<file path="src/rtl/sysclk_mux_pkg.sv">
`timescale 1ns/1ps
package sysclk_mux_pkg;

    typedef enum logic [1:0] {
        SRC_IN  = 2'd0,
        SRC_PLL = 2'd1,
        SRC_DIV = 2'd2,
        SRC_BAD = 2'd3
    } src_e;

    // Lower rank means a faster clock.
    function automatic int unsigned speed_rank(src_e s);
        case (s)
            SRC_PLL: return 0;
            SRC_IN:  return 1;
            default: return 2;
        endcase
    endfunction

    // Length of the regulating high phase, in reference cycles.
    function automatic int unsigned reg_len(src_e from_s, src_e to_s, int unsigned r);
        if (from_s == to_s) return 0;
        if (speed_rank(to_s) < speed_rank(from_s)) return 2 * r + 5;
        return 8 * r + 1;
    endfunction

endpackage

</file>
<file path="src/rtl/sysclk_mux_div.sv">
`timescale 1ns/1ps
module sysclk_mux_div #(
    parameter int RATIO_W = 4
) (
    input  logic               clk,
    input  logic               rst_n,
    input  logic               in_tick,
    input  logic [RATIO_W-1:0] ratio,
    output logic               div_tick
);
    logic [RATIO_W-1:0] cnt_d, cnt_q;
    logic [RATIO_W-1:0] eff_m1;
    logic               wrap;

    always_comb begin
        eff_m1   = (ratio == '0) ? '0 : ratio - 1'b1;
        wrap     = (cnt_q >= eff_m1);
        div_tick = in_tick && wrap;
        cnt_d    = cnt_q;
        if (in_tick) cnt_d = wrap ? '0 : cnt_q + 1'b1;
    end

    always_ff @(posedge clk) begin
        if (!rst_n) cnt_q <= '0;
        else        cnt_q <= cnt_d;
    end
endmodule

</file>
<file path="src/rtl/sysclk_mux_down.sv">
`timescale 1ns/1ps
module sysclk_mux_down #(
    parameter int W = 8
) (
    input  logic         clk,
    input  logic         rst_n,
    input  logic         load,
    input  logic [W-1:0] load_val,
    input  logic         dec,
    output logic [W-1:0] cnt,
    output logic         nz
);
    logic [W-1:0] cnt_d, cnt_q;

    always_comb begin
        cnt_d = cnt_q;
        if (load)                     cnt_d = load_val;
        else if (dec && cnt_q != '0)  cnt_d = cnt_q - 1'b1;
    end

    always_ff @(posedge clk) begin
        if (!rst_n) cnt_q <= '0;
        else        cnt_q <= cnt_d;
    end

    assign cnt = cnt_q;
    assign nz  = (cnt_q != '0);
endmodule

</file>
<file path="src/rtl/sysclk_mux.sv">
`timescale 1ns/1ps
module sysclk_mux
    import sysclk_mux_pkg::*;
#(
    parameter int RATIO_W = 4,
    parameter int SETTLE  = 16
) (
    input  logic               clk,
    input  logic               rst_n,
    input  logic               in_tick,
    input  logic               cfg_wr,
    input  logic [1:0]         cfg_src,
    input  logic [RATIO_W-1:0] cfg_ratio,
    input  logic               halt_req,
    input  logic               wake_req,
    output logic               sys_ce,
    output logic               stretch,
    output logic               busy,
    output logic               halted,
    output logic [1:0]         src_now
);
    localparam int RATIO_MAX = (1 << RATIO_W) - 1;
    localparam int STR_W     = $clog2(8 * RATIO_MAX + 2);
    localparam int SET_W     = $clog2(SETTLE + 1);

    typedef struct packed {
        src_e               src;
        src_e               saved;
        logic [RATIO_W-1:0] ratio;
        logic               halted;
        logic               wake;
        logic               ce;
    } state_t;

    state_t st_d, st_q;

    logic             div_tick, tick;
    logic [STR_W-1:0] str_cnt, str_val;
    logic [SET_W-1:0] set_cnt;
    logic             str_nz, set_nz, str_load, set_load;
    src_e             cfg_sel;

    assign cfg_sel = src_e'(cfg_src);

    function automatic int unsigned eff_ratio(logic [RATIO_W-1:0] r);
        return (r == '0) ? 1 : int'(r);
    endfunction

    sysclk_mux_div #(.RATIO_W(RATIO_W)) u_div (
        .clk(clk), .rst_n(rst_n), .in_tick(in_tick),
        .ratio(st_q.ratio), .div_tick(div_tick)
    );

    sysclk_mux_down #(.W(STR_W)) u_stretch (
        .clk(clk), .rst_n(rst_n), .load(str_load), .load_val(str_val),
        .dec(1'b1), .cnt(str_cnt), .nz(str_nz)
    );

    sysclk_mux_down #(.W(SET_W)) u_settle (
        .clk(clk), .rst_n(rst_n), .load(set_load), .load_val(SET_W'(SETTLE)),
        .dec(st_d.ce), .cnt(set_cnt), .nz(set_nz)
    );

    always_comb begin
        st_d     = st_q;
        str_load = 1'b0;
        str_val  = '0;
        set_load = 1'b0;

        case (st_q.src)
            SRC_PLL: tick = 1'b1;
            SRC_IN:  tick = in_tick;
            default: tick = div_tick;
        endcase
        st_d.ce = !str_nz && tick;

        if (!str_nz && st_q.halted && (st_q.wake || wake_req)) begin
            // leave halt toward the remembered source
            st_d.src    = st_q.saved;
            st_d.halted = 1'b0;
            st_d.wake   = 1'b0;
            str_load    = 1'b1;
            str_val     = STR_W'(reg_len(SRC_DIV, st_q.saved, eff_ratio(st_q.ratio)));
        end else if (!str_nz && !st_q.halted && halt_req) begin
            st_d.saved  = st_q.src;
            st_d.src    = SRC_DIV;
            st_d.halted = 1'b1;
            st_d.wake   = wake_req;
            str_load    = 1'b1;
            str_val     = STR_W'(reg_len(st_q.src, SRC_DIV, eff_ratio(st_q.ratio)));
        end else begin
            if (st_q.halted && wake_req) st_d.wake = 1'b1;
            if (!st_q.halted && cfg_wr && !str_nz && !set_nz && cfg_sel != SRC_BAD) begin
                st_d.src   = cfg_sel;
                st_d.ratio = cfg_ratio;
                str_load   = 1'b1;
                str_val    = STR_W'(reg_len(st_q.src, cfg_sel, eff_ratio(cfg_ratio)));
                set_load   = 1'b1;
            end
        end
    end

    always_ff @(posedge clk) begin
        if (!rst_n) begin
            st_q.src    <= SRC_IN;
            st_q.saved  <= SRC_IN;
            st_q.ratio  <= RATIO_W'(1);
            st_q.halted <= 1'b0;
            st_q.wake   <= 1'b0;
            st_q.ce     <= 1'b0;
        end else begin
            st_q <= st_d;
        end
    end

    assign sys_ce  = st_q.ce;
    assign stretch = str_nz;
    assign busy    = str_nz || set_nz;
    assign halted  = st_q.halted;
    assign src_now = st_q.src;
endmodule

</file>
<file path="config.mk">
export PLATFORM = sky130hd
export DESIGN_NAME = sysclk_mux
export DESIGN_NICKNAME = d
export VERILOG_FILES = /design/src/rtl/sysclk_mux_pkg.sv /design/src/rtl/sysclk_mux_div.sv /design/src/rtl/sysclk_mux_down.sv /design/src/rtl/sysclk_mux.sv
export SDC_FILE = /design/constraint.sdc
export NUM_CORES = 1
export LEC_CHECK = 0
export ABC_AREA = 1
export BUFFER_PORTS_ARGS = -buffer_cell sky130_fd_sc_hd__clkbuf_2
export CORE_ASPECT_RATIO = 0.75
export CORE_UTILIZATION = 40
export DETAILED_ROUTE_END_ITERATION = 16
export HOLD_SLACK_MARGIN = 0.08
export PLACE_DENSITY = 0.61
export SLEW_MARGIN = 20
export SYNTH_ARGS = -nofsm -noshare
export SYNTH_HDL_FRONTEND = slang
export SYNTH_SLANG_ARGS = --single-unit
</file>
<file path="constraint.sdc">
create_clock -name clk -period 2.4 [get_ports clk]
set_input_delay 0.48 -clock clk [delete_from_list [all_inputs] [get_ports clk]]
set_output_delay 0.48 -clock clk [all_outputs]
set_load 0.05 [all_outputs]
</file>
### Word-level counts from Yosys, hierarchy flattened

Index checks and enable logic that the tools add are counted.

| cells by class | value |
|---|---|
| mux-type cells | 73 |
| bitwise operators | 3 |
| reductions and logical operators | 32 |
| add/sub/neg operators | 8 |
| eq/ne operators | 7 |
| $lt $le $gt $ge | 4 |

Operator list:

| kind | count |
|---|---|
| $mux W32 | 18 |
| $lt A32 B32 Y1 | 3 |
| $mux W7 | 11 |
| $mux W1 | 28 |
| $mux W6 | 3 |
| $mux W4 | 4 |
| $add A7 B1 Y7 const B | 2 |
| $add A5 B3 Y6 const B | 2 |
| $logic_and A1 B1 Y1 | 12 |
| $pmux W2 S2 | 3 |
| $mux W5 | 2 |
| $logic_not A4 Y1 | 2 |
| $reduce_bool A7 Y1 | 1 |
| $sub A7 B1 Y7 const B | 1 |
| $eq A2 B1 Y1 const B | 3 |
| $logic_not A2 Y1 | 3 |
| $mux W2 | 3 |
| $reduce_bool A2 Y1 | 3 |
| $reduce_bool A5 Y1 | 1 |
| $sub A5 B1 Y5 const B | 1 |
| $add A4 B1 Y4 const B | 1 |
| $ge A4 B4 Y1 | 1 |
| $reduce_or A2 Y1 | 2 |
| $sub A4 B1 Y4 const B | 1 |
| other kinds (11) | 16 |

| word-level totals | value |
|---|---|
| flip-flop bits (word level) | 27 |
| input bits | 12 |

### Depth between registers and ports, before layout

| depth | value |
|---|---|
| word-level depth | 24 |
| gate-level depth with buffers | 16 |
| gate-level depth less buffers | 16 |

### Cells and area by module

Synthesis repeated with hierarchy kept, for this count alone.

| unflattened totals | value |
|---|---|
| cells, all modules | 330 |
| area total of the unflattened synthesis | 2,072.0 sq um |

Modules (own cells, without submodules):

| module | cells each | instances | area each (sq um) |
|---|---|---|---|
| sysclk_mux | 158 | 1 | 929.6 |
| sysclk_mux_down at u_stretch | 81 | 1 | 501.7 |
| sysclk_mux_down at u_settle | 48 | 1 | 325.3 |
| sysclk_mux_div | 43 | 1 | 315.3 |

### Least setup slack after synthesis

OpenSTA, ideal clock, no wires.

| path | value |
|---|---|
| path kind | flip-flop to flip-flop |
| start | register st_q[4] (netlist name) |
| end | register u_settle.cnt_q[0] (netlist: u_settle.cnt[0]) |
| data arrival time | 1.722 ns |
| required time | 2.284 ns |
| cell stages (with the launch flop) | 16 |
| slack | 0.562 ns |
| setup time | 0.116 ns |
| path through | dfxtp_1 > nor2_1 > inv_1 > a21oi_1 > a21oi_1 > ha_1 > nand2_1 > nand2_1 > nand2_1 > nand3_1 > nand2_1 > nand2_1 > nand3_1 > clkinv_1 > nand2_1 > a21oi_1 |

| on the way | value |
|---|---|
| cells in the longest elaborated chain, start to end | 7 |
| elaborated cells on any way between the ends | 8 |
| those cells by class | 1 x add/sub; 1 x order compare; 2 x mux; 4 x reduce/logical |

RTL lines:

| element | line | source |
|---|---|---|
| $sub A4 B1 Y4 or $logic_not A4 Y1 (tied branches) | sysclk_mux_div.sv:16 | `eff_m1 = (ratio == '0) ? '0 : ratio - 1'b1;` |
| $mux W4 * | sysclk_mux_div.sv:16 |  |
| $ge A4 B4 Y1 * | sysclk_mux_div.sv:17 | `wrap = (cnt_q >= eff_m1);` |
| $logic_and A1 B1 Y1 * | sysclk_mux_div.sv:18 | `div_tick = in_tick && wrap;` |
| $pmux W1 S2 * | sysclk_mux.sv:70 | `case (st_q.src)` |
| $logic_and A1 B1 Y1 * | sysclk_mux.sv:75 | `st_d.ce = !str_nz && tick;` |
| $logic_and A1 B1 Y1 * | sysclk_mux_down.sv:18 | `else if (dec && cnt_q != '0) cnt_d = cnt_q - 1'b1;` |
| end signal, assigned | sysclk_mux_down.sv:23 | `else cnt_q <= cnt_d;` |
| end, declared | sysclk_mux_down.sv:13 | `logic [W-1:0] cnt_d, cnt_q;` |

Every way passes the cells marked *; elsewhere a longest branch is shown, timed or not.
A chain may end at the register's enable or synchronous reset.

### Final worst setup path

| path | value |
|---|---|
| start | register u_stretch.cnt_q[0] (netlist: u_stretch.cnt[0]) |
| end | output busy |

| on the way | value |
|---|---|
| cells in the longest elaborated chain, start to end | 2 |

RTL lines:

| element | line | source |
|---|---|---|
| start, declared | sysclk_mux_down.sv:13 |  |
| start signal, assigned | sysclk_mux_down.sv:23 |  |
| $reduce_bool A7 Y1 | sysclk_mux_down.sv:27 | `assign nz = (cnt_q != '0);` |
| $logic_or A1 B1 Y1 | sysclk_mux.sv:118 | `assign busy = str_nz \|\| set_nz;` |
| end, declared | sysclk_mux.sv:18 | `output logic busy,` |

No other way between the ends.

==> results list <==
- The flow ran to the end, and the final reports show no timing, DRC or antenna violations.
- Initial antenna violation count: 0
* Total half-perimeter wirelength after legalization and detailed placement: 3570 µm
* Maximum level of the CTS H-tree: 1
- Critical path data required time: 1.92 ns
- Sequential cells were found to cover ~28% of the synthesized design area.
* Max-slew violation count: 0
- Summed over all instances, the cell type with the most area after synthesis is dfxtp_1.
- 0 antenna diodes ended up in the layout.
* Classification of the worst setup path: reg -> out
- Top-Level Pins: 18
* Maximum number of pins on one net before global-route repair: 17
- The detail route stage leaves a number of antenna-violating nets equal to 0.
- The pre-antenna-repair detailed-routing pass consisted of 4 iterations.
- Total number of vias: roughly 1.8k
* Die Footprint: 5160 µm²
- Yosys mapped the design onto 35 distinct sky130hd cell types.
- For this block, wires on met1 add up to roughly 2500 µm.
* Crit path capture type: primary output
* Hold Violations, Final: 0
- TritonCTS built the clock tree.
* Unrepaired setup endpoints after global routing: false
* Post-synthesis area per instance: 6.42 µm²
- Post-CTS clock slew at the launch and capture registers of the worst setup and hold paths: about 0.1 ns
- For this design, the sink count on the clock tree is 27.
* Maximum capacitance violations: 0
- Overall power consumption after layout is estimated at 2.68 mW.
- YS warnings: 0
- Insertion delay of the later-clocked pin in the worst-skew pair: 0.28 ns
- The number of nets handed over by synthesis was 326.
* Routed vias/inst: about 4.8
- Global routing used 19.7% of the available tracks across all layers.
- Met2 layer wire length in the routed design: 1690 µm
- Maximum count of clock buffers along a single path: 2
- Buffers inserted during clock tree synthesis total 3.
* Worst slew pin tran: 0.374 ns
- Critical path arrival: between 1.5 and 2 ns
* Final Cycle Share: 87.1%
- In the final timing run, aggregate negative setup slack is 0 ns.
- Count of standard-cell rows: 21
- Leak: between 1 and 1.5 nW
* DRC marker count from the first detailed-route iteration: 75
- Starting utilization of the core area: 42.7%
* Worst hold-check path type: in -> reg
- Routability-driven placement congestion ratio: 0.876
- In the routed design, unresolved DRC markers number 0.
* Largest fanout on the critical path: 7
* Overall routed net length: 4520 µm
- Cell at the root of the clock tree: clkbuf_8
- Fmax: 0.478 GHz
- Synthesis inferred 27 register bits.
* Top cell type's share of synthesized area: 27.7%
* Top cells by area in the synthesized netlist: dfxtp_1, nand2_1, inv_1, ha_1, a21oi_1
- Setup violations remaining at the end of the flow were counted as 0.
* Tmin final: roughly 2.1 ns
- Fraction of layout instances using a drive strength above 1: 12.7%
- Postcts setup bufs: 0
- In this run the top signal layer used is met4.
* Horizontal die dimension: between 80 and 90 µm
* Routed wire length per instance: 11.9 µm
- Worst Clk Skew: approximately 0.0070 ns
- CP startpoint kind: register
- Global routing finished with a remaining overflow of 0.
- The area growth from synthesis to layout is 9.56%.
- The routed design uses around 260 µm of met3 wire.
- Synth Cell Area: about 2000 µm²
- The number of global-route vias before repair came to around 1.7k.
- Input and output buffers added on the ports amount to 17.
- Post-layout utilization of the core: 46.7%
- IR analysis of the VDD net gives a maximum drop of approximately 0.58 mV.
- Headroom to the max-slew limit came out at 74.8%.
* Hold bufs inserted after CTS: 0
* Pwr dens: between 1000 and 1500 nW/µm²
* Global-route wire length before repair: 7800 µm
- The total area inside the core boundary comes to 4570 µm².
* Vert. Die Dim: 62.5 µm
- Post-layout net count: 345
- Cells after synthesis: 304
state kept, by name (all words and copies together) (netlist names):
| signal | cells |
|---|---|
| halted | 1 |
| src_now | 2 |
| st_q | 7 |
| sys_ce | 1 |
| u_div.cnt_q | 4 |
| u_settle.cnt | 5 |
| u_stretch.cnt | 7 |
repair_timing:
item | in CTS | in global routing
setup endpoints to repair | 0 | 4
hold endpoints to repair | 0 | 0
gates resized for setup | 0 | 1
cell usage after synthesis (all sizes together):
| cell type | n |
|---|---|
| o211ai | 2 |
| a21oi | 24 |
| clkbuf | 3 |
| nand2 | 89 |
| nand4 | 5 |
| o21ai | 19 |
| nand3 | 21 |
| xnor2 | 4 |
| nor4 | 1 |
| ha | 10 |
| xor2 | 5 |
| dfxtp | 27 |
| inv | 48 |
| nor3 | 4 |
| o22ai | 1 |
| and3 | 1 |
| nor2 | 34 |
| buf | 2 |
| o21a | 1 |
| o211a | 1 |
| clkinv | 2 |
worst paths after layout:
| check | start | end | slack (ns) | cells past startpoint |
|---|---|---|---|---|
| setup / recovery | u_stretch.cnt[0] | busy | 0.31 | 6 |
| hold / removal | wake_req | st_q[1] | 0.41 | 3 |
| setup reg to reg | st_q[4] | u_settle.cnt[2] | 0.34 | 15 |
| hold reg to reg | st_q[1] | st_q[1] | 0.49 | 2 |
layout by cell type (no fill, tap or decap), types with 3 or more instances in the layout:
cell type	n
a21oi_1	23
nand2_4	3
nand4_1	5
dfxtp_1	27
nor2_1	30
xor2_1	5
nand2_1	84
o21ai_0	17
clkbuf_8	3
nand3_1	17
ha_1	10
nor3_1	4
clkbuf_2	17
xnor2_1	4
inv_1	46
layout make-up:
type | instances | area [µm²]
Fill cell | 472 | 2430
Multi-Input combinational cell | 222 | 1190
Clock inverter | 1 | 5.00
Tap cell | 57 | 71.3
Clock buffer | 3 | 41.3
Timing Repair Buffer | 19 | 100
Sequential cell | 27 | 541
Inverter | 50 | 191
logic make-up after synthesis:
group	synth area share (%)
buffers and inverters	11.7
AOI/OAI and AO/OA	13.4
adders and majority gates	6.41
xor gates and xnor gates	4.04
DFF	27.7
and+or+nand+nor	36.8
through the flow:
step	area (µm²)	std cells	worst slack (ns)	hold WS, ns
2_1_floorplan	1950	304	0.562	0.444
3_3_place_gp	2090	375	0.396	0.465
3_5_place_dp	2090	375	0.265	0.468
4_1_cts	2130	379	0.247	0.416
5_1_grt	2140	379	0.0686	0.455
6_report	2140	379	0.310	0.412
worst max-delay path: stages, from the launching register on:
cell	delay [ns]
dfxtp_1	0.35
inv_1	0.06
ha_1	0.26
nand2_2	0.12
nor2_8	0.21
nand2_1	0.07
clkbuf_2	0.24
where the power goes:
group | internal [mW] | leakage [nW] | switching (mW) | total [mW]
Sequential | 0.580 | 0.220 | 0.139 | 0.719
Combinational | 0.552 | 0.843 | 1.14 | 1.69
Clock | 0.117 | 0.0255 | 0.158 | 0.275
Total | 1.25 | 1.09 | 1.44 | 2.68
per-layer routing:
layer	GRT usage, %	vias up
met1	31.4	783
met5	0	-
met2	26.8	45
met3	3.50	4
li1	-	997
met4	4.53	0
Power figures use the tool's default switching activity.
